File: src/rtl/tdc_pkg.sv
`timescale 1ns/1ps
package tdc_pkg;

  typedef enum logic {
    POL_FALL = 1'b0,
    POL_RISE = 1'b1
  } tdc_pol_e;

  // Reset contents of the calibration table: uniform tap spacing.
  function automatic int default_fine(int k, int clk_units, int taps);
    return ((k + 1) * clk_units) / taps;
  endfunction

endpackage

File: src/rtl/tdc_front_find.sv
`timescale 1ns/1ps
module tdc_front_find #(
  parameter int TAPS  = 16,
  parameter int IDX_W = 4
) (
  input  logic [TAPS-1:0]  taps_i,
  output logic [IDX_W-1:0] reach_o
);

  logic [TAPS-1:0] differs;

  assign differs[0] = 1'b0;
  for (genvar g = 1; g < TAPS; g++) begin : g_diff
    assign differs[g] = taps_i[g] ^ taps_i[0];
  end

  // Lowest differing tap wins; bubbles further up are ignored.
  always_comb begin
    reach_o = IDX_W'(TAPS - 1);
    for (int i = TAPS - 1; i >= 1; i--) begin
      if (differs[i]) reach_o = IDX_W'(i - 1);
    end
  end

endmodule

File: src/rtl/tdc_fine_lut.sv
`timescale 1ns/1ps
module tdc_fine_lut
  import tdc_pkg::*;
#(
  parameter int DEPTH     = 16,
  parameter int FINE_W    = 8,
  parameter int CLK_UNITS = 160,
  localparam int AW       = $clog2(DEPTH)
) (
  input  logic              clk_i,
  input  logic              rst_ni,
  input  logic              wr_en_i,
  input  logic [AW-1:0]     wr_addr_i,
  input  logic [FINE_W-1:0] wr_data_i,
  input  logic [AW-1:0]     rd_addr_i,
  output logic [FINE_W-1:0] rd_data_o
);

  logic [FINE_W-1:0] mem [DEPTH];

  always_ff @(posedge clk_i or negedge rst_ni) begin
    if (!rst_ni) begin
      for (int k = 0; k < DEPTH; k++) begin
        mem[k] <= FINE_W'(default_fine(k, CLK_UNITS, DEPTH));
      end
      rd_data_o <= '0;
    end else begin
      if (wr_en_i && (int'(wr_addr_i) < DEPTH)) mem[wr_addr_i] <= wr_data_i;
      rd_data_o <= mem[rd_addr_i];
    end
  end

endmodule

File: src/rtl/tdc_stamp_encoder.sv
`timescale 1ns/1ps
module tdc_stamp_encoder
  import tdc_pkg::*;
#(
  parameter int STAGES    = 4,
  parameter int COARSE_W  = 6,
  parameter int FINE_W    = 8,
  parameter int CLK_UNITS = 160,
  localparam int TAPS     = 4 * STAGES,
  localparam int IDX_W    = $clog2(TAPS),
  localparam int CU_W     = $clog2(CLK_UNITS + 1),
  localparam int TS_W     = COARSE_W + CU_W
) (
  input  logic                clk_i,
  input  logic                rst_ni,
  input  logic [TAPS-1:0]     taps_i,
  input  logic [COARSE_W-1:0] coarse_i,
  input  logic                cal_i,
  input  logic                lut_we_i,
  input  logic [IDX_W-1:0]    lut_addr_i,
  input  logic [FINE_W-1:0]   lut_data_i,
  output logic                valid_o,
  output logic                rise_o,
  output logic [TS_W-1:0]     ts_o
);

  localparam logic [TS_W-1:0] PERIOD = TS_W'(CLK_UNITS);

  // Stage 1: edge detection and front position
  logic                tap0_q;
  logic                primed_q;
  logic [IDX_W-1:0]    reach_c;
  logic                s1_vld;
  tdc_pol_e            s1_pol;
  logic [IDX_W-1:0]    s1_reach;
  logic [COARSE_W-1:0] s1_coarse;

  tdc_front_find #(.TAPS(TAPS), .IDX_W(IDX_W)) u_find (
    .taps_i  (taps_i),
    .reach_o (reach_c)
  );

  always_ff @(posedge clk_i or negedge rst_ni) begin
    if (!rst_ni) begin
      tap0_q    <= 1'b0;
      primed_q  <= 1'b0;
      s1_vld    <= 1'b0;
      s1_pol    <= POL_FALL;
      s1_reach  <= '0;
      s1_coarse <= '0;
    end else begin
      tap0_q    <= taps_i[0];
      primed_q  <= 1'b1;
      s1_vld    <= primed_q && !cal_i && (taps_i[0] != tap0_q);
      s1_pol    <= tdc_pol_e'(taps_i[0]);
      s1_reach  <= reach_c;
      s1_coarse <= coarse_i;
    end
  end

  // Stage 2: calibration lookup (registered read)
  logic [FINE_W-1:0]   s2_fine;
  logic                s2_vld;
  tdc_pol_e            s2_pol;
  logic [COARSE_W-1:0] s2_coarse;

  tdc_fine_lut #(.DEPTH(TAPS), .FINE_W(FINE_W), .CLK_UNITS(CLK_UNITS)) u_lut (
    .clk_i     (clk_i),
    .rst_ni    (rst_ni),
    .wr_en_i   (cal_i && lut_we_i),
    .wr_addr_i (lut_addr_i),
    .wr_data_i (lut_data_i),
    .rd_addr_i (s1_reach),
    .rd_data_o (s2_fine)
  );

  always_ff @(posedge clk_i or negedge rst_ni) begin
    if (!rst_ni) begin
      s2_vld    <= 1'b0;
      s2_pol    <= POL_FALL;
      s2_coarse <= '0;
    end else begin
      s2_vld    <= s1_vld;
      s2_pol    <= s1_pol;
      s2_coarse <= s1_coarse;
    end
  end

  // Stage 3: combine coarse and fine
  logic [TS_W-1:0] stamp_c;
  assign stamp_c = (TS_W'(s2_coarse) * PERIOD) - TS_W'(s2_fine);

  always_ff @(posedge clk_i or negedge rst_ni) begin
    if (!rst_ni) begin
      valid_o <= 1'b0;
      rise_o  <= 1'b0;
      ts_o    <= '0;
    end else begin
      valid_o <= s2_vld;
      if (s2_vld) begin
        rise_o <= (s2_pol == POL_RISE);
        ts_o   <= stamp_c;
      end
    end
  end

endmodule

File: config.mk
export PLATFORM = sky130hd
export DESIGN_NAME = tdc_stamp_encoder
export DESIGN_NICKNAME = d
export VERILOG_FILES = /design/src/rtl/tdc_pkg.sv /design/src/rtl/tdc_front_find.sv /design/src/rtl/tdc_fine_lut.sv /design/src/rtl/tdc_stamp_encoder.sv
export SDC_FILE = /design/constraint.sdc
export NUM_CORES = 1
export LEC_CHECK = 0
export ABC_AREA = 1
export CORE_MARGIN = 1.5
export CORE_UTILIZATION = 45
export CTS_BUF_LIST = sky130_fd_sc_hd__clkbuf_8
export CTS_CLUSTER_SIZE = 40
export DETAILED_ROUTE_END_ITERATION = 12
export DONT_BUFFER_PORTS = 1
export GPL_TIMING_DRIVEN = 1
export PLACE_DENSITY = 0.69
export SLEW_MARGIN = 10
export SYNTH_ARGS = -nofsm -noshare
export SYNTH_HDL_FRONTEND = slang
export SYNTH_SLANG_ARGS = --single-unit
File: constraint.sdc
create_clock -name clk_i -period 2.2 [get_ports clk_i]
set_clock_uncertainty 0.05 [all_clocks]
set_input_delay 0.44 -clock clk_i [delete_from_list [all_inputs] [get_ports clk_i]]
set_output_delay 0.44 -clock clk_i [all_outputs]
set_load 0.02 [all_outputs]
Word-level counts from Yosys, hierarchy flattened
Cells that the tools add are included.
Word-level totals
  bits in registers: 173
  word-level logic and storage cells: 77
  bits of input ports: 38
Operators by class
  $lt $le $gt $ge: 3
  equality and inequality tests: 1
  multiplexer cells: 21
  reductions and logical operators: 5
  multiply operators: 1
  $add $sub $neg: 1
  bitwise gates (word level): 17
Operators by type and width (number)
  128-bit bitwise mux: 1
  8-bit binary-select mux with 4-bit select: 1
  8-bit demux with 4-bit select: 1
  4-bit two-way mux: 8
  8-bit two-way mux: 3
  1-bit XOR: 15
  14-bit by 8-bit subtractor with 14-bit output: 1
  3-bit two-way mux: 4
  5-bit >= comparator, second input constant: 2
  4-bit inverter with 5-bit output: 2
  6-bit by 3-bit multiplier with 9-bit output, second input constant: 1
  5-bit by 1-bit < comparator with 1-bit output, second input constant: 1
  1-bit logical AND: 4
  2-bit two-way mux: 2
  1-bit zero test: 1
  1-bit two-way mux: 1
  1-bit != test: 1

Longest topological paths before layout
  depth in word-level cells: 16
  gate-level depth with buffers: 16
  mapped depth without buffers: 15

By module
A second synthesis with hierarchy kept.
Unflattened totals
  cell total of the unflattened synthesis: 1105
  area total of the unflattened synthesis: 8783.4 µm²
By module, submodules not included
  tdc_fine_lut: instances 1, seq. area each 3464.6 µm², area an instance 6637.6 µm², cells each 849
  tdc_stamp_encoder: instances 1, seq. area each 925.9 µm², area an instance 1818.0 µm², cells each 202
  tdc_front_find: instances 1, seq. area each 0.0 µm², area an instance 327.8 µm², cells each 54

Least setup slack after synthesis
Ideal clock, no wire load.
  path type: reg-to-reg
  start: reg s2_coarse[1]
  end: reg ts_o[12]
  required time: 2.016 ns
  clock period less this slack: 2.087 ns
  cell stages (with the launch flop): 10
  data arrival time: 1.902 ns
  slack: 0.113 ns
  cells stage by stage: dfrtp_1 > ha_1 > ha_1 > inv_1 > fa_1 > inv_1 > nor3_1 > nand2_1 > xnor2_1 > o21ai_0
On the way
  word-level cells in the longest chain between the ends: 2
Ends and longest elaborated chain
  from (decl): line tdc_stamp_encoder.sv:65  | logic [COARSE_W-1:0] s2_coarse;
  from (signal assigned): line tdc_stamp_encoder.sv:85  | s2_coarse <= s1_coarse;
  6-bit by 3-bit multiplier with 9-bit output: line tdc_stamp_encoder.sv:91  | assign stamp_c = (TS_W'(s2_coarse) * PERIOD) - TS_W'(s2_fine);
  14-bit by 8-bit subtractor with 14-bit output: line tdc_stamp_encoder.sv:91
  to (signal assigned): line tdc_stamp_encoder.sv:102  | ts_o <= stamp_c;
  to (decl): line tdc_stamp_encoder.sv:24  | output logic [TS_W-1:0] ts_o
No other way between the ends.
A chain may end at the register's enable or synchronous reset.

Final worst setup path
  start: reg s2_coarse[3]
  end: reg ts_o[12]
The elaborated chain is that of the path after synthesis.

==> metrics.md <==
| Metric | Value |
|---|---|
| Status | complete, but fails checks |
| Failing checks | hold timing, setup timing |
| Post-synth ARST share | 1.00 |
| Number of vias per cell | 5.34 |
| Crit share post-route | 1.01 |
| Register area share after synthesis | 0.544 |
| Post-Route WL | 17.7 mm |
| Die width | 137 µm |
| Non-Filler Instances | 1109 |
| Routed len/inst | 16.0 µm |
| Final hold violation count | 173 |
| Class of the worst hold path | in -> async |
| Synthesized area | 8080 µm² |
| Post-CTS Hold Fix Bufs | 8 |
| Worst EP arrival | 2500 ps |
| Diodes inserted | 0 |
| Setup slack after layout | -24.5 ps |
| Commonest non-fill, non-tap cell in the layout | nand2_1 |
| Aggregate global routing overflow | 0 |
| Filler cells | 1669 |
| Detailed Routing Iterations Pass 1 | 5 |
| Mapped Cells | 879 |
| Initial DRC Count | 452 |
| Final min period | 2220 ps |
| P_leak | 3.84 nW |
| Cts bufs inserted | 17 |
| Max Clk Rate | 0.450 GHz |
| H-tree Lvls | 4 |
| Clock root buffer | clkbuf_8 |
| CP delay by family, top | adder cells |
| DPL Wire Length | 11.2 mm |
| Utilization after layout | 0.501 |
| Switching power | 2.45 mW |
| First-pass GRT wire length | 28.4 mm |
| Max-slew headroom | 0.596 |
| All-layer global routing usage | 0.198 |
| DIE AREA | 18800 µm² |
| Post-synth EDFFs | 0 |
| Max-Cap Viols | 0 |
| Total Power | 7.84 mW |
| Most frequent cells in the layout | nand2_1 (207), o21ai_0 (174), dfrtp_1 (123), inv_1 (72), dfstp_2 (49) |
| GR peak layer | met2 |
| CTS tree | done |
| CP bufs+invs | 1 |
| Req. time, crit path | 2480 ps |
| Detail Route Antenna Nets | 0 |
| Height of the die | 137 µm |
| Core area | 17400 µm² |
| Routability cong. | 0.830 |
| Clock power frac | 0.260 |
| Met1 Use GR | 0.269 |
| Layout cells sized above 1 | 0.137 |
| Met2 global-route usage | 0.315 |
| Seq cells post-synth | 173 |
| Worst slew pin tran | 606 ps |
| Initial core utilization | 0.464 |
| Sequential Power Share | 0.554 |
| Place WS | -45.1 ps |
| Slew Viols, Final | 0 |
| Avg Cell Area, Syn | 9.19 µm² |
| RSZ-0062 raised after global routing | true |
| DRC errors left | 0 |
| CTS Buffer Depth | 2 |
| Crit path largest cell delay | 400 ps |
| Peak VDD IR | 0.509 mV |
| CP Class | reg -> reg |
| Worst-skew pair later-pin latency | 460 ps |
| # rows | 48 |
| DR vias | 5924 |
| Vias in the first global route | 5617 |
| Placed cell count | 1066 |
| CP max FO | 3 |
| Critical path's slowest cell | dfrtp_1 |
| Syn Nets | 930 |
| Ys flop type | dfrtp_1 |
| Netlist cell types | 33 |
| Initial antenna violation count | 0 |
| Critical-path cell list | ha_1 -> ha_2 -> inv_2 -> fa_2 -> xnor2_4 -> nor3_4 -> nand2_1 -> xnor2_1 -> o21ai_0 |
| IO buf count | 0 |
| Area delta synth->final | 7.99% |
| P per Cell Area | 898 nW/µm² |
| Int Power | 5.38 mW |
| Final setup fails | 1 |
| Crit start category | flop |
| Fin nets | 922 |
| Clock transition at path regs | 90 ps |
| Largest net degree at the start of global routing | 174 |
| CP Capture Type | flop |
| I/O pin count | 54 |
| Comb pwr share | 0.186 |
| Clock Sinks | 173 |
| Hold WS | -382 ps |
| Sw Ratio | 0.313 |
| Syn. warnings | 0 |
| Met3 Use GR | 0.0452 |
## worst paths after layout
path                               from        endpoint  slack (ps)  cells past startpoint
max in group asynchronous        rst_ni  u_lut.mem[108]        2180                      0
min in group clk_i            taps_i[0]          s1_vld          80                      3
setup reg to reg           s2_coarse[3]        ts_o[12]         -20                      9
hold reg to reg            s1_coarse[2]    s2_coarse[2]         300                      0
setup / recovery           s2_coarse[3]        ts_o[12]         -20                      9
hold / removal                   rst_ni   u_lut.mem[11]        -380                      0
## kinds of logic (layout without fill, tap and decap cells)
kind of cell             after synthesis  in the layout  synth area share
AO/OA/AOI/OAI                        261            261             0.173
other                                  1              1          0.000464
AND/OR/NAND/NOR                      251            251             0.126
multiplexers                          32             32            0.0397
adder cells (fa/ha/maj)               13             13            0.0211
buffers and inverters                126            131            0.0723
flip-flops                           173            173             0.544
XOR/XNOR                              22             22            0.0239
## layout make-up
| type | instances | area [µm²] | area share |
|---|---|---|---|
| inverters | 76 | 285 | 0.0327 |
| repair buffers | 23 | 205 | 0.0235 |
| clock buffers | 20 | 275 | 0.0316 |
| well taps | 225 | 282 | 0.0323 |
| multi-input cells | 580 | 3190 | 0.366 |
| flip-flops and latches | 173 | 4390 | 0.504 |
| clock inverters | 12 | 88.8 | 0.0102 |
## power groups by stage
stage          logic, mW  clock network (mW)  registers [mW]
2_1_floorplan       1.15                   0            4.27
3_3_place_gp        1.35                   0            4.37
3_5_place_dp        1.40                   0            4.39
4_1_cts             1.42                2.10            4.33
5_1_grt             1.68                2.23            4.42
6_report            1.46                2.04            4.34
## through the flow
step / setup TNS [ps] / hold slack (ps) / cell area [µm²]
floorplan: 0 / 94.4 / 8080
global placement: 0 / 105 / 8170
detailed placement: -45.1 / 107 / 8170
CTS: -0.479 / -405 / 8630
global route: -191 / -414 / 8720
finish: -24.5 / -382 / 8720
## state kept, by name, indices dropped and copies added, names as in the netlist
| name | cells |
|---|---|
| rise_o | 1 |
| s1_coarse | 6 |
| s2_coarse | 6 |
| s1_reach | 4 |
| s1_vld | 1 |
| ts_o | 14 |
| s2_vld | 1 |
| s1_pol | 1 |
| u_lut.mem | 128 |
| primed_q | 1 |
| u_lut.rd_data_o | 8 |
| valid_o | 1 |
| s2_pol | 1 |
## Yosys cell counts, types with 2 or more instances
master    instances  area share
nor2_1           17      0.0079
a21oi_1          41       0.025
nand2_1         207       0.096
and2_1            2      0.0015
buf_1             2     0.00093
dfstp_2          49        0.16
o211ai_1         32       0.030
buf_6            12       0.017
nor3_1            2      0.0012
xor2_1            8      0.0087
inv_1            75       0.035
clkbuf_1         21      0.0098
dfrtp_1         124        0.38
ha_1             12       0.019
mux2i_1          32       0.040
nand3_1          15      0.0093
nor3_2            4      0.0050
xnor2_1          14       0.015
o21ai_0         174        0.11
buf_2            14      0.0087
o21ai_1          10      0.0062
## per-layer routing
| metal | routed length (µm) | up-vias |
|---|---|---|
| li1 | - | 2889 |
| met1 | 8290 | 2870 |
| met2 | 8250 | 143 |
| met3 | 913 | 22 |
| met4 | 232 | 0 |
| met5 | 0 | - |
## repair_timing
action                                  4_1_cts  5_1_grt
setup buffers                                 0        3
resized for setup                             3       15
pin swaps                                     1        8
endpoints found under the setup margin        2        3
hold endpoints to repair                    181      173
Note: power is estimated with default switching activity, not from simulation.
